## src/rtl/dsl_tx_framer_pkg.sv

```systemverilog
package dsl_tx_framer_pkg;

  typedef enum logic [1:0] {
    SEG_SYNC,
    SEG_OH,
    SEG_BLK,
    SEG_STUFF
  } seg_t;

  typedef enum logic [2:0] {
    SRC_SYNC,
    SRC_OH,
    SRC_STUFF,
    SRC_Z,
    SRC_PAY
  } src_t;

  // Control-to-datapath strobes for the bit about to be emitted.
  typedef struct packed {
    src_t src;        // which input feeds this bit
    logic load;       // first bit of a multi-bit field: load the shifter
    logic preOct;     // this bit immediately precedes a payload octet
    logic frameHead;  // first bit of the frame
  } strobe_t;

endpackage

```

## src/rtl/dsl_tx_framer_ctrl.sv

```systemverilog
module dsl_tx_framer_ctrl
  import dsl_tx_framer_pkg::*;
#(
  parameter int N_OCT       = 12,
  parameter int SYNC_W      = 14,
  parameter int OH_W        = 10,
  parameter int STUFF_W     = 4,
  parameter int BLK_PER_GRP = 12,
  parameter int NUM_GRP     = 4,
  localparam int OHIDX_W    = (NUM_GRP > 2) ? $clog2(NUM_GRP - 1) : 1,
  localparam int BLKIDX_W   = $clog2(BLK_PER_GRP * NUM_GRP)
) (
  input  logic                clk,
  input  logic                rstN,
  input  logic                adv,
  output strobe_t             strb,
  output logic [OHIDX_W-1:0]  ohIdx,
  output logic [BLKIDX_W-1:0] blockIdx
);

  localparam int BLK_LAST_I = 8 * N_OCT;
  localparam int MAX_A      = (SYNC_W > OH_W) ? SYNC_W : OH_W;
  localparam int MAX_B      = (STUFF_W > BLK_LAST_I + 1) ? STUFF_W : BLK_LAST_I + 1;
  localparam int MAX_LEN    = (MAX_A > MAX_B) ? MAX_A : MAX_B;
  localparam int CNT_W      = $clog2(MAX_LEN + 1);
  localparam int BIG_W      = (BLK_PER_GRP > 1) ? $clog2(BLK_PER_GRP) : 1;
  localparam int GRP_W      = $clog2(NUM_GRP);

  localparam logic [CNT_W-1:0] SYNC_LAST  = CNT_W'(SYNC_W - 1);
  localparam logic [CNT_W-1:0] OH_LAST    = CNT_W'(OH_W - 1);
  localparam logic [CNT_W-1:0] STUFF_LAST = CNT_W'(STUFF_W - 1);
  localparam logic [CNT_W-1:0] BLK_LAST   = CNT_W'(BLK_LAST_I);
  localparam logic [BIG_W-1:0] BIG_LAST   = BIG_W'(BLK_PER_GRP - 1);
  localparam logic [GRP_W-1:0] GRP_LAST   = GRP_W'(NUM_GRP - 1);
  localparam logic [GRP_W-1:0] GRP_PREST  = GRP_W'(NUM_GRP - 2);

  seg_t             seg;
  logic [CNT_W-1:0] bitIdx;
  logic [BIG_W-1:0] blkInGrp;
  logic [GRP_W-1:0] grp;
  logic [CNT_W-1:0] lastBit;
  logic             fieldEnd;
  logic             grpEnd;

  always_comb begin
    case (seg)
      SEG_SYNC:  lastBit = SYNC_LAST;
      SEG_OH:    lastBit = OH_LAST;
      SEG_STUFF: lastBit = STUFF_LAST;
      default:   lastBit = BLK_LAST;
    endcase
    fieldEnd = (bitIdx == lastBit);
    grpEnd   = (blkInGrp == BIG_LAST);
  end

  always_ff @(posedge clk) begin
    if (!rstN) begin
      seg      <= SEG_SYNC;
      bitIdx   <= '0;
      blkInGrp <= '0;
      grp      <= '0;
    end else if (adv) begin
      if (!fieldEnd) begin
        bitIdx <= bitIdx + 1'b1;
      end else begin
        bitIdx <= '0;
        case (seg)
          SEG_SYNC:  seg <= SEG_OH;
          SEG_OH:    seg <= SEG_BLK;
          SEG_STUFF: seg <= SEG_BLK;
          default: begin
            if (!grpEnd) begin
              blkInGrp <= blkInGrp + 1'b1;
            end else begin
              blkInGrp <= '0;
              if (grp == GRP_LAST) begin
                grp <= '0;
                seg <= SEG_SYNC;
              end else begin
                grp <= grp + 1'b1;
                seg <= (grp == GRP_PREST) ? SEG_STUFF : SEG_OH;
              end
            end
          end
        endcase
      end
    end
  end

  always_comb begin
    strb = '0;
    case (seg)
      SEG_SYNC:  strb.src = SRC_SYNC;
      SEG_OH:    strb.src = SRC_OH;
      SEG_STUFF: strb.src = SRC_STUFF;
      default:   strb.src = (bitIdx == '0) ? SRC_Z : SRC_PAY;
    endcase
    if (seg == SEG_BLK) begin
      strb.load   = (bitIdx != '0) && (bitIdx[2:0] == 3'd1);
      strb.preOct = (bitIdx[2:0] == 3'd0) && (bitIdx != BLK_LAST);
    end else begin
      strb.load   = (bitIdx == '0);
      strb.preOct = 1'b0;
    end
    strb.frameHead = (seg == SEG_SYNC) && (bitIdx == '0);
  end

  assign ohIdx    = (grp < GRP_LAST) ? OHIDX_W'(grp) : OHIDX_W'(NUM_GRP - 2);
  assign blockIdx = BLKIDX_W'(grp) * BLKIDX_W'(BLK_PER_GRP) + BLKIDX_W'(blkInGrp);

  // the position counter never runs past the end of its field
  assert_field_bound_R3: assert property (@(posedge clk) disable iff (!rstN)
    bitIdx <= lastBit);

  // the stuff field only sits in front of the last group
  assert_stuff_slot_R4: assert property (@(posedge clk) disable iff (!rstN)
    (seg == SEG_STUFF) |-> (grp == GRP_LAST));

  // the sync field only starts a frame, at block zero
  assert_sync_head_R4: assert property (@(posedge clk) disable iff (!rstN)
    (seg == SEG_SYNC) |-> (grp == '0 && blkInGrp == '0));

  // the last bit of a group hands over to a non-block field
  assert_group_close_R4: assert property (@(posedge clk) disable iff (!rstN)
    (adv && seg == SEG_BLK && fieldEnd && grpEnd) |=> (seg != SEG_BLK));

endmodule

```

## src/rtl/dsl_tx_framer_dp.sv

```systemverilog
module dsl_tx_framer_dp
  import dsl_tx_framer_pkg::*;
#(
  parameter int SYNC_W  = 14,
  parameter int OH_W    = 10,
  parameter int STUFF_W = 4
) (
  input  logic               clk,
  input  logic               rstN,
  input  logic               adv,
  input  strobe_t            strb,
  input  logic [SYNC_W-1:0]  syncPattern,
  input  logic [OH_W-1:0]    ohWord,
  input  logic [STUFF_W-1:0] stuffBits,
  input  logic               zBit,
  input  logic [7:0]         payByte,
  input  logic               payValid,
  output logic               txBit,
  output logic               frameStart,
  output logic               byteReq
);

  localparam int SHW_A = (SYNC_W > OH_W) ? SYNC_W : OH_W;
  localparam int SHW_B = (STUFF_W > 8) ? STUFF_W : 8;
  localparam int SHW   = (SHW_A > SHW_B) ? SHW_A : SHW_B;

  logic [SHW-1:0] shReg;
  logic [SHW-1:0] loadWord;
  logic [7:0]     payOct;

  always_comb begin
    payOct = payValid ? payByte : 8'hFF;
    case (strb.src)
      SRC_SYNC:  loadWord = SHW'(syncPattern) << (SHW - SYNC_W);
      SRC_OH:    loadWord = SHW'(ohWord) << (SHW - OH_W);
      SRC_STUFF: loadWord = SHW'(stuffBits) << (SHW - STUFF_W);
      SRC_PAY:   loadWord = SHW'(payOct) << (SHW - 8);
      default:   loadWord = '0;
    endcase
  end

  always_ff @(posedge clk) begin
    if (!rstN) begin
      txBit      <= 1'b0;
      frameStart <= 1'b0;
      byteReq    <= 1'b0;
      shReg      <= '0;
    end else begin
      frameStart <= adv && strb.frameHead;
      byteReq    <= adv && strb.preOct;
      if (adv) begin
        if (strb.src == SRC_Z) begin
          txBit <= zBit;
        end else if (strb.load) begin
          txBit <= loadWord[SHW-1];
          shReg <= loadWord << 1;
        end else begin
          txBit <= shReg[SHW-1];
          shReg <= shReg << 1;
        end
      end
    end
  end

  // a request and a frame marker never share a clock
  assert_req_apart_R6: assert property (@(posedge clk) disable iff (!rstN)
    $onehot0({frameStart, byteReq}));

  // a request lasts a single clock
  assert_req_pulse_R6: assert property (@(posedge clk) disable iff (!rstN)
    byteReq |=> !byteReq);

endmodule

```

## src/rtl/dsl_tx_framer.sv

```systemverilog
module dsl_tx_framer
  import dsl_tx_framer_pkg::*;
#(
  parameter int N_OCT       = 12,
  parameter int SYNC_W      = 14,
  parameter int OH_W        = 10,
  parameter int STUFF_W     = 4,
  parameter int BLK_PER_GRP = 12,
  parameter int NUM_GRP     = 4,
  localparam int OHIDX_W    = (NUM_GRP > 2) ? $clog2(NUM_GRP - 1) : 1,
  localparam int BLKIDX_W   = $clog2(BLK_PER_GRP * NUM_GRP)
) (
  input  logic                clk,
  input  logic                rstN,
  input  logic                bitEn,
  input  logic                runEn,
  input  logic [SYNC_W-1:0]   syncPattern,
  input  logic [OH_W-1:0]     ohWord,
  output logic [OHIDX_W-1:0]  ohIdx,
  input  logic [STUFF_W-1:0]  stuffBits,
  input  logic                zBit,
  output logic [BLKIDX_W-1:0] blockIdx,
  input  logic [7:0]          payByte,
  input  logic                payValid,
  output logic                byteReq,
  output logic                txBit,
  output logic                frameStart
);

  logic    running;
  logic    adv;
  strobe_t strb;

  always_ff @(posedge clk) begin
    if (!rstN) running <= 1'b0;
    else       running <= running | runEn;
  end

  assign adv = running && bitEn;

  dsl_tx_framer_ctrl #(
    .N_OCT(N_OCT), .SYNC_W(SYNC_W), .OH_W(OH_W), .STUFF_W(STUFF_W),
    .BLK_PER_GRP(BLK_PER_GRP), .NUM_GRP(NUM_GRP)
  ) i_ctrl (
    .clk(clk), .rstN(rstN), .adv(adv), .strb(strb),
    .ohIdx(ohIdx), .blockIdx(blockIdx)
  );

  dsl_tx_framer_dp #(
    .SYNC_W(SYNC_W), .OH_W(OH_W), .STUFF_W(STUFF_W)
  ) i_dp (
    .clk(clk), .rstN(rstN), .adv(adv), .strb(strb),
    .syncPattern(syncPattern), .ohWord(ohWord), .stuffBits(stuffBits),
    .zBit(zBit), .payByte(payByte), .payValid(payValid),
    .txBit(txBit), .frameStart(frameStart), .byteReq(byteReq)
  );

  // nothing leaves the block before the run state is set
  assert_idle_quiet_R1: assert property (@(posedge clk) disable iff (!rstN)
    !running |-> (!txBit && !frameStart && !byteReq));

  // the run state is never cleared outside reset
  assert_run_sticky_R10: assert property (@(posedge clk) disable iff (!rstN)
    running |=> running);

  // an edge without the bit enable leaves the serial output alone
  assert_hold_R9: assert property (@(posedge clk) disable iff (!rstN)
    !adv |=> $stable(txBit));

endmodule

```

## config.mk

```make
export PLATFORM = sky130hd
export DESIGN_NAME = dsl_tx_framer
export DESIGN_NICKNAME = d
export VERILOG_FILES = /design/src/rtl/dsl_tx_framer_pkg.sv /design/src/rtl/dsl_tx_framer_ctrl.sv /design/src/rtl/dsl_tx_framer_dp.sv /design/src/rtl/dsl_tx_framer.sv
export SDC_FILE = /design/constraint.sdc
export NUM_CORES = 1
export LEC_CHECK = 0
export CAP_MARGIN = 5
export CORE_MARGIN = 4
export CORE_UTILIZATION = 35
export CTS_CLUSTER_SIZE = 28
export DETAILED_ROUTE_END_ITERATION = 8
export GPL_TIMING_DRIVEN = 0
export SETUP_SLACK_MARGIN = 0.5
export SLEW_MARGIN = 10
export SYNTH_ARGS = -nofsm -noshare
export SYNTH_HDL_FRONTEND = slang
export SYNTH_SLANG_ARGS = --single-unit
```

## constraint.sdc

```tcl
create_clock -name clk -period 2.1 [get_ports clk]
set_input_delay 0.525 -clock clk [delete_from_list [all_inputs] [get_ports clk]]
set_output_delay 0.525 -clock clk [all_outputs]
set_load 0.03 [all_outputs]
```

* After elaboration in Yosys (flattened, before gate mapping)
Index checks and enable logic that the tools add are counted.
Widths: inputs -> output; s select.
** Word-level totals
- Bits in registers :: 33
- Input bits :: 42
- Output and inout port bits :: 11
- Word-level logic and storage cells :: 66
** Cells by class
- $add $sub $neg :: 4
- Multipliers :: 1
- Order comparisons :: 1
- Equal/unequal tests :: 13
- Muxes and demuxes :: 17
- Bitwise logic cells :: 3
- Reduce and logical (&&, ||, !) cells :: 18
** Operators with widths (count)
- $pmux 14 s4 :: 1
- $pmux 7 s3 :: 1
- $mux 14 :: 1
- $mux 2 :: 6
- $pmux 3 s3 :: 1
- $eq 2x2->1 const B :: 4
- $mux 8 :: 1
- $add 7x1->7 const B :: 1
- $eq 7x7->1 :: 1
- $logic_not 7->1 :: 1
- $mux 7 :: 1
- $ne 7x7->1 const B :: 1
- $reduce_bool 7->1 :: 1
- $add 6x4->6 :: 1
- $eq 3x1->1 const B :: 2
- $eq 3x2->1 const B :: 2
- $logic_and 1x1->1 :: 6
- $logic_not 3->1 :: 2
- $reduce_and 3->1 :: 2
- $add 4x1->4 const B :: 1
- $eq 4x4->1 const B :: 1
- $mul 2x2->4 const B :: 1
- $mux 4 :: 1
- $pmux 2 s2 :: 1
- other kinds (14) :: 16

* Logic depth before layout (Yosys ltp)
Gate-level depths: netlist (run 1).
- Depth in word-level cells :: 7
- Depth in mapped cells :: 7
- Mapped depth without buffers :: 7

* By module
A second synthesis (run 1) with hierarchy kept.
** Second synthesis, totals
- Cell total of the unflattened synthesis :: 254
- Area total of the unflattened synthesis :: 2253.4 µm²
** By module, submodules not included
- dsl_tx_framer_dp :: times used 1, cells each 130, area each 1112.3 µm², sequential area each 320.3 µm²
- dsl_tx_framer_ctrl :: times used 1, cells each 121, area each 1107.3 µm², sequential area each 300.3 µm²
- dsl_tx_framer :: times used 1, cells each 3, area each 33.8 µm², sequential area each 20.0 µm²

* Worst setup path after synthesis (run 1)
OpenSTA, ideal clock, no wires.
- Path type :: reg-to-output
- Start point :: reg i_ctrl.grp[0]
- End point :: out blockIdx[5]
- Arrival time :: 1768 ps
- Data required time :: 1575 ps
- Slack :: -193 ps
- Cell stages (with the launch flop) :: 8
- Buffers on the path :: 0
- Cell sequence :: dfxtp_1 > inv_1 > ha_1 > inv_1 > ha_1 > a21o_1 > nand2_1 > xnor2_1
** Between the ends
- Cells in the longest elaborated chain, start to end :: 2
** RTL lines
- from (decl) :: line dsl_tx_framer_ctrl.sv:40 : logic [GRP_W-1:0] grp;
- from (signal assigned) :: line dsl_tx_framer_ctrl.sv:80 : grp <= grp + 1'b1;
- $mul 2x2->4 :: line dsl_tx_framer_ctrl.sv:109 : assign blockIdx = BLKIDX_W'(grp) * BLKIDX_W'(BLK_PER_GRP) + BLKIDX_W'(blkInGrp);
- $add 6x4->6 :: line dsl_tx_framer_ctrl.sv:109
- to (decl) :: line dsl_tx_framer.sv:22 : output logic [BLKIDX_W-1:0] blockIdx,
Every way passes these cells.

* Worst setup path after layout (run 1)
- Start point :: reg i_ctrl.grp[0]
- End point :: out blockIdx[4]
The elaborated chain is that of the path after synthesis.

==> impl_metrics.yaml, run 1 <==
run_status:
  outcome: "complete, but fails checks"
  violations: "negative setup slack"
setup_path:
  critical_path_required_ns: 1.57
  timing.rr.start: "i_ctrl.bitIdx[4]$_SDFFE_PN0P_"
  cp_max_fo: 3
  path_depth: 6
  cp-startpoint: "i_ctrl.grp[0]$_SDFFE_PN0P_"
  slowest_delay_ns: 0.39
  ff2ff_path_depth: 4
  start_kind: "flop"
  crit_type: "flop to output pin"
  crit_family: "adder cells"
  worstPathArrival_ns: 1.71
  reg2reg_slack_ns: 0.35
  cp_common_cell: "inv_4"
  path_cells: "inv_4, ha_4, inv_4, fa_2, xor2_4, buf_6"
  cp-end-kind: "output pin"
  path_buf_inv: 3
  critPathSlowestCell: "fa_2"
  r2r-end: "i_ctrl.seg[1]$_SDFFE_PN0P_"
placement:
  port_buffers: 52
  placed_area_sq_um: 2880
  placed_cells: 379
  place.gp.congestion: 0.838
  dp_hpwl_mm: 4.46
clock_network:
  ctsRootBufferMaster: "clkbuf_8"
  cts_tree: "yes"
  clock_latency_ns: 0.28
  cts.sinks: 32
  clk_pin_slew_ns: 0.07
  htree_levels: 2
  cts-buffers-inserted: 5
  cts_max_path_buffers: 2
grt:
  grt_max_degree: 11
  antenna_found_initial: 0
  first_global_vias: 2155
  track_usage: 0.176
  grt-ovfl-total: 0
  grt_pass1_wl_mm: 10.5
synthesis:
  synthAdderAreaFrac: 0.0727
  syn_inst: 252
  synth_flop_cell: "dfxtp_1"
  yosys_warnings: 0
  synth_area_leader_cell: "dfxtp_1"
  synth_compound_area_frac: 0.227
  yosys.area_share.simple: 0.238
  synthXorXnorAreaFrac: 0.0404
  async_flop_share: 0
  synth_fp_nets: 306
  yosys-top-cells-area: "dfxtp_1 30%, ha_1 6.4%, nand2_1 4.8%, mux2i_1 4.6%, o21ai_0 3.5%"
  netlist_area_sq_um: 2170
  synth.avg_cell_area_sq_um: 8.60
  seq_area_frac_synth: 0.296
  synth_top_family_by_area: "simple AND/OR/NAND/NOR gates"
  synthMuxAreaShare: 0.0722
  synth_edf_count: 0
  netlist.area_leader.share: 0.296
  synthDistinctLibCells: 59
  synth-seq-cells: 32
sta:
  finalHoldWorstSlack_ns: 0.476
  clock_skew_ns: 0.00302
  setup_ws_ns: -0.134
  layout_min_cycle_time_ns: 2.23
  worst_pin_slew_ns: 0.495
  max-slew-margin-rel: 0.668
  hold_viol_final: 0
  finalCritPeriodShare: 1.06
  fmax_mhz: 448
  setup_viol: 3
  rsz0062_at_grt: "true"
  finalMaxSlewViolations: 0
die:
  die_w_microns: 86.7
  initial_core_util: 0.364
  fp-row-count: 28
  core_region_area_sq_um: 5960
  die_h_microns: 86.7
  io_pins: 53
  dieArea_sq_um: 7510
cells_and_area:
  post_route_cells_drive_above_1_share: 0.356
  final_common_cell: "clkdlybuf4s50_1"
  post_layout_nonfiller_instances: 412
  final_cell_area_sq_um: 3520
  final_nets: 391
  final_util: 0.592
  final_cell_mix: "39 x clkdlybuf4s50_1, 26 x nand2_1, 25 x buf_4, 21 x dfxtp_1"
  n_antenna_cell: 0
  syn2layout_area_growth_pct: 62.6
worst_hold_path:
  hp-start: "i_dp.shReg[11]$_SDFFE_PN0P_"
  whs_endpoint: "i_dp.shReg[11]$_SDFFE_PN0P_"
  hold_depth: 2
  hp-class: "flop to flop"
route:
  ant_nets: 0
  vias: 2255
  drt_iter0_markers: 140
  drc: 0
  firstDrtPassIters: 4
  via_per_inst: 5.47
  wire_per_inst_microns: 16.3
  routed_wl_mm: 6.70
pwr:
  irDropWorstVdd_mv: 0.277
  total_leakage_power_nw: 1.35
  power.density_nw_per_um2: 411
job:
  maxCapViolCount: 0
tightest hold or removal path, cell delays in order, from the launching register on:
cell and delay (ns):
dfxtp_1 0.31, nand2_1 0.05, o22ai_1 0.06
metrics by stage:
step           total power, mW  TNS, ns  worst slack, ns
2_1_floorplan            0.765        0            0.163
3_3_place_gp             0.880    -3.52           -0.488
3_5_place_dp             0.881    -3.62           -0.493
4_1_cts                   1.44   -0.405           -0.152
5_1_grt                   1.51   -0.489           -0.197
6_report                  1.45   -0.333           -0.134
worst max path at each step:
stage / end / slack (ns)
detailed placement: blockIdx[5] / -0.49
global route: blockIdx[5] / -0.20
global placement: blockIdx[5] / -0.49
floorplan: blockIdx[5] / 0.16
finish: blockIdx[4] / -0.13
CTS: blockIdx[5] / -0.15
per-layer routing:
layer / share of wire / GRT usage
met5: 0 / 0
met4: 0.020 / 0.0595
met3: 0.060 / 0.0399
met2: 0.46 / 0.269
met1: 0.46 / 0.245
synthesized netlist by cell type, types with 2 or more instances:
library cell,count
or4_1,2
o21ai_0,15
a21boi_0,2
a22o_1,3
o211ai_1,4
xor2_1,2
a21oi_1,2
nand4bb_1,2
a31oi_1,10
xnor2_1,8
o22ai_1,4
nor2b_1,6
mux2_2,3
nor3_1,5
buf_2,6
nand2_1,28
ha_1,11
nor4_2,2
buf_6,2
nand2b_1,5
nor4_1,5
inv_1,6
o21a_1,4
a211oi_1,3
clkbuf_1,3
mux2i_1,10
o21ai_1,3
nand3_1,8
nor2_1,17
buf_4,4
nand3b_1,4
and3_1,2
dfxtp_1,32
o211a_1,3
nor3_2,2
power by group:
group | switching, mW | total [mW] | internal [mW]
Sequential | 0.0156 | 0.634 | 0.618
Clock | 0.228 | 0.520 | 0.292
Combinational | 0.132 | 0.295 | 0.163
cell families after synthesis:
family                   after synthesis
flip-flops                            32
AO/OA/AOI/OAI                         68
XOR/XNOR                              10
multiplexers                          14
AND/OR/NAND/NOR                       95
adder cells (fa/ha/maj)               12
buffers and inverters                 21
state kept, by name, indices dropped and copies added (netlist names):
signal / cells
i_ctrl.bitIdx: 7
i_ctrl.blkInGrp: 4
i_ctrl.grp: 2
i_ctrl.seg: 2
i_dp.byteReq: 1
i_dp.frameStart: 1
i_dp.shReg: 13
i_dp.txBit: 1
running: 1
cell type report:
class / count / area (sq um)
buffer: 15 / 133
clock buffer: 7 / 96.3
fill: 530 / 2430
inverter: 6 / 27.5
multi-input combinational: 199 / 1750
sequential: 32 / 674
tap: 75 / 93.8
timing repair buffer: 78 / 754
what timing repair did:
item / 4_1_cts / 5_1_grt
gates cloned: 1 / 0
setup endpoints to repair: 41 / 34
pin swaps: 30 / 14
hold buffers: 0 / 0
gates resized for setup: 106 / 35
endpoints found under the hold margin: 0 / 0
buffers inserted: 17 / 8
(Power assumes the default switching activity.)
==> run 2, diff against run 1 <==
--- a/config.mk
+++ b/config.mk
@@ -6,7 +6,7 @@
 export NUM_CORES = 1
 export LEC_CHECK = 0
 export CAP_MARGIN = 5
-export CORE_MARGIN = 4
+export CORE_MARGIN = 1.5
 export CORE_UTILIZATION = 35
 export CTS_CLUSTER_SIZE = 28
 export DETAILED_ROUTE_END_ITERATION = 8
==> impl_metrics.yaml, run 2 (synthesized netlist as in run 1, its figures left out) <==
run_status:
  outcome: "complete, but fails checks"
  violations: "negative setup slack"
sta:
  max-slew-margin-rel: 0.666
  fmax_mhz: 447
  finalMaxSlewViolations: 0
  rsz0062_at_grt: "true"
  setup_ws_ns: -0.135
  tns_ns: -0.367
  clock_skew_ns: 0.00600
  hold_viol_final: 0
  layout_min_cycle_time_ns: 2.24
  setup_viol: 3
  worst_pin_slew_ns: 0.499
  finalCritPeriodShare: 1.06
die:
  die_h_microns: 81.7
  core_region_area_sq_um: 5960
  die_w_microns: 81.7
  io_pins: 53
  initial_core_util: 0.364
  fp-row-count: 28
  dieArea_sq_um: 6670
cells_and_area:
  regMostFlops: "i_dp.shReg"
  final_common_cell: "clkdlybuf4s50_1"
  post_layout_nonfiller_instances: 414
  largest_reg_flops: 13
  n_antenna_cell: 0
  final_cell_mix: "39 x clkdlybuf4s50_1, 26 x nand2_1, 21 x buf_4, 21 x dfxtp_1, 18 x buf_6"
  syn2layout_area_growth_pct: 62.2
  final_util: 0.590
  final_nets: 393
  nFillCells: 552
  final_cell_area_sq_um: 3510
  largestRegisters: "i_dp.shReg (13), i_ctrl.bitIdx (7), i_ctrl.blkInGrp (4)"
  post_route_cells_drive_above_1_share: 0.375
route:
  drc: 0
  drt_iter0_markers: 190
  ant_nets: 0
  vias: 2275
  firstDrtPassIters: 4
  via_per_inst: 5.50
  wire_per_inst_microns: 16.2
  routed_wl_mm: 6.72
grt:
  first_global_vias: 2167
  grt_max_degree: 11
  grt_pass1_wl_mm: 10.6
  antenna_found_initial: 0
  grt-ovfl-total: 0
  track_usage: 0.210
pwr:
  total_leakage_power_nw: 1.35
  power.density_nw_per_um2: 414
  irDropWorstVdd_mv: 0.307
clock_network:
  cts-hold-fix-buffers: 0
  clock_latency_ns: 0.28
  cts-buffers-inserted: 5
  cts_tree: "yes"
  htree_levels: 2
  ctsRootBufferMaster: "clkbuf_8"
  clk_pin_slew_ns: 0.07
  cts.sinks: 32
  cts_max_path_buffers: 2
setup_path:
  cp_max_fo: 3
  worstPathArrival_ns: 1.71
  crit_type: "flop to output pin"
  start_kind: "flop"
  cp-startpoint: "i_ctrl.grp[0]$_SDFFE_PN0P_"
  cp-end-kind: "output pin"
  critical_path_required_ns: 1.57
  timing.rr.start: "i_ctrl.seg[0]$_SDFFE_PN0P_"
placement:
  placed_cells: 379
  port_buffers: 52
  placed_area_sq_um: 2880
  dp_hpwl_mm: 4.30
  place.gp.congestion: 0.808
job:
  maxCapViolCount: 0
worst_hold_path:
  hp-start: "i_dp.shReg[12]$_SDFFE_PN0P_"
  hp-class: "flop to flop"
run 2: where the power goes:
group,leakage [nW],switching (mW),total [mW],internal (mW)
Combinational,1.03,0.134,0.294,0.160
Sequential,0.268,0.0152,0.634,0.618
Clock,0.0503,0.234,0.526,0.292
run 2: worst max-delay path, stage by stage (launching register included):
cell and delay (ns):
dfxtp_4 0.37, inv_4 0.04, ha_4 0.26, inv_4 0.04
ha_4 0.25, a21o_1 0.11, nand2_2 0.08, xnor2_4 0.14
buf_6 0.14
run 2: worst paths after layout:
check | cells past startpoint | slack, ns | endpoint
max | 8 | -0.14 | blockIdx[5]
min | 2 | 0.47 | i_dp.shReg[12]$_SDFFE_PN0P_
max reg2reg | 5 | 0.33 | i_ctrl.seg[1]$_SDFFE_PN0P_
min reg2reg | 2 | 0.47 | i_dp.shReg[12]$_SDFFE_PN0P_
run 2: per-stage QoR:
stage / power [mW] / setup WS (ns) / hold slack (ns)
finish: 1.45 / -0.135 / 0.474
detailed placement: 0.880 / -0.505 / 0.462
global placement: 0.880 / -0.488 / 0.458
CTS: 1.44 / -0.156 / 0.475
floorplan: 0.765 / 0.163 / 0.443
global route: 1.52 / -0.226 / 0.497
run 2: layout make-up:
type / count / area (sq um) / share of cell area
repair buffers: 79 / 749 / 0.213
well taps: 75 / 93.8 / 0.0267
inverters: 6 / 27.5 / 0.00783
clock buffers: 7 / 96.3 / 0.0274
plain buffers: 15 / 143 / 0.0406
multi-input cells: 200 / 1730 / 0.492
flip-flops and latches: 32 / 674 / 0.192
run 2: layer usage:
metal / global-route usage / up-vias / wire length (microns)
li1: - / 1097 / -
met1: 0.292 / 1095 / 3170
met2: 0.324 / 75 / 3090
met3: 0.0422 / 8 / 406
met4: 0.0678 / 0 / 55
met5: 0 / - / 0
run 2: repair_timing:
action,in CTS,in global routing
cloned,2,1
resized for setup,114,36
endpoints found under the setup margin,41,37
pin swaps,34,17
setup buffers,19,6
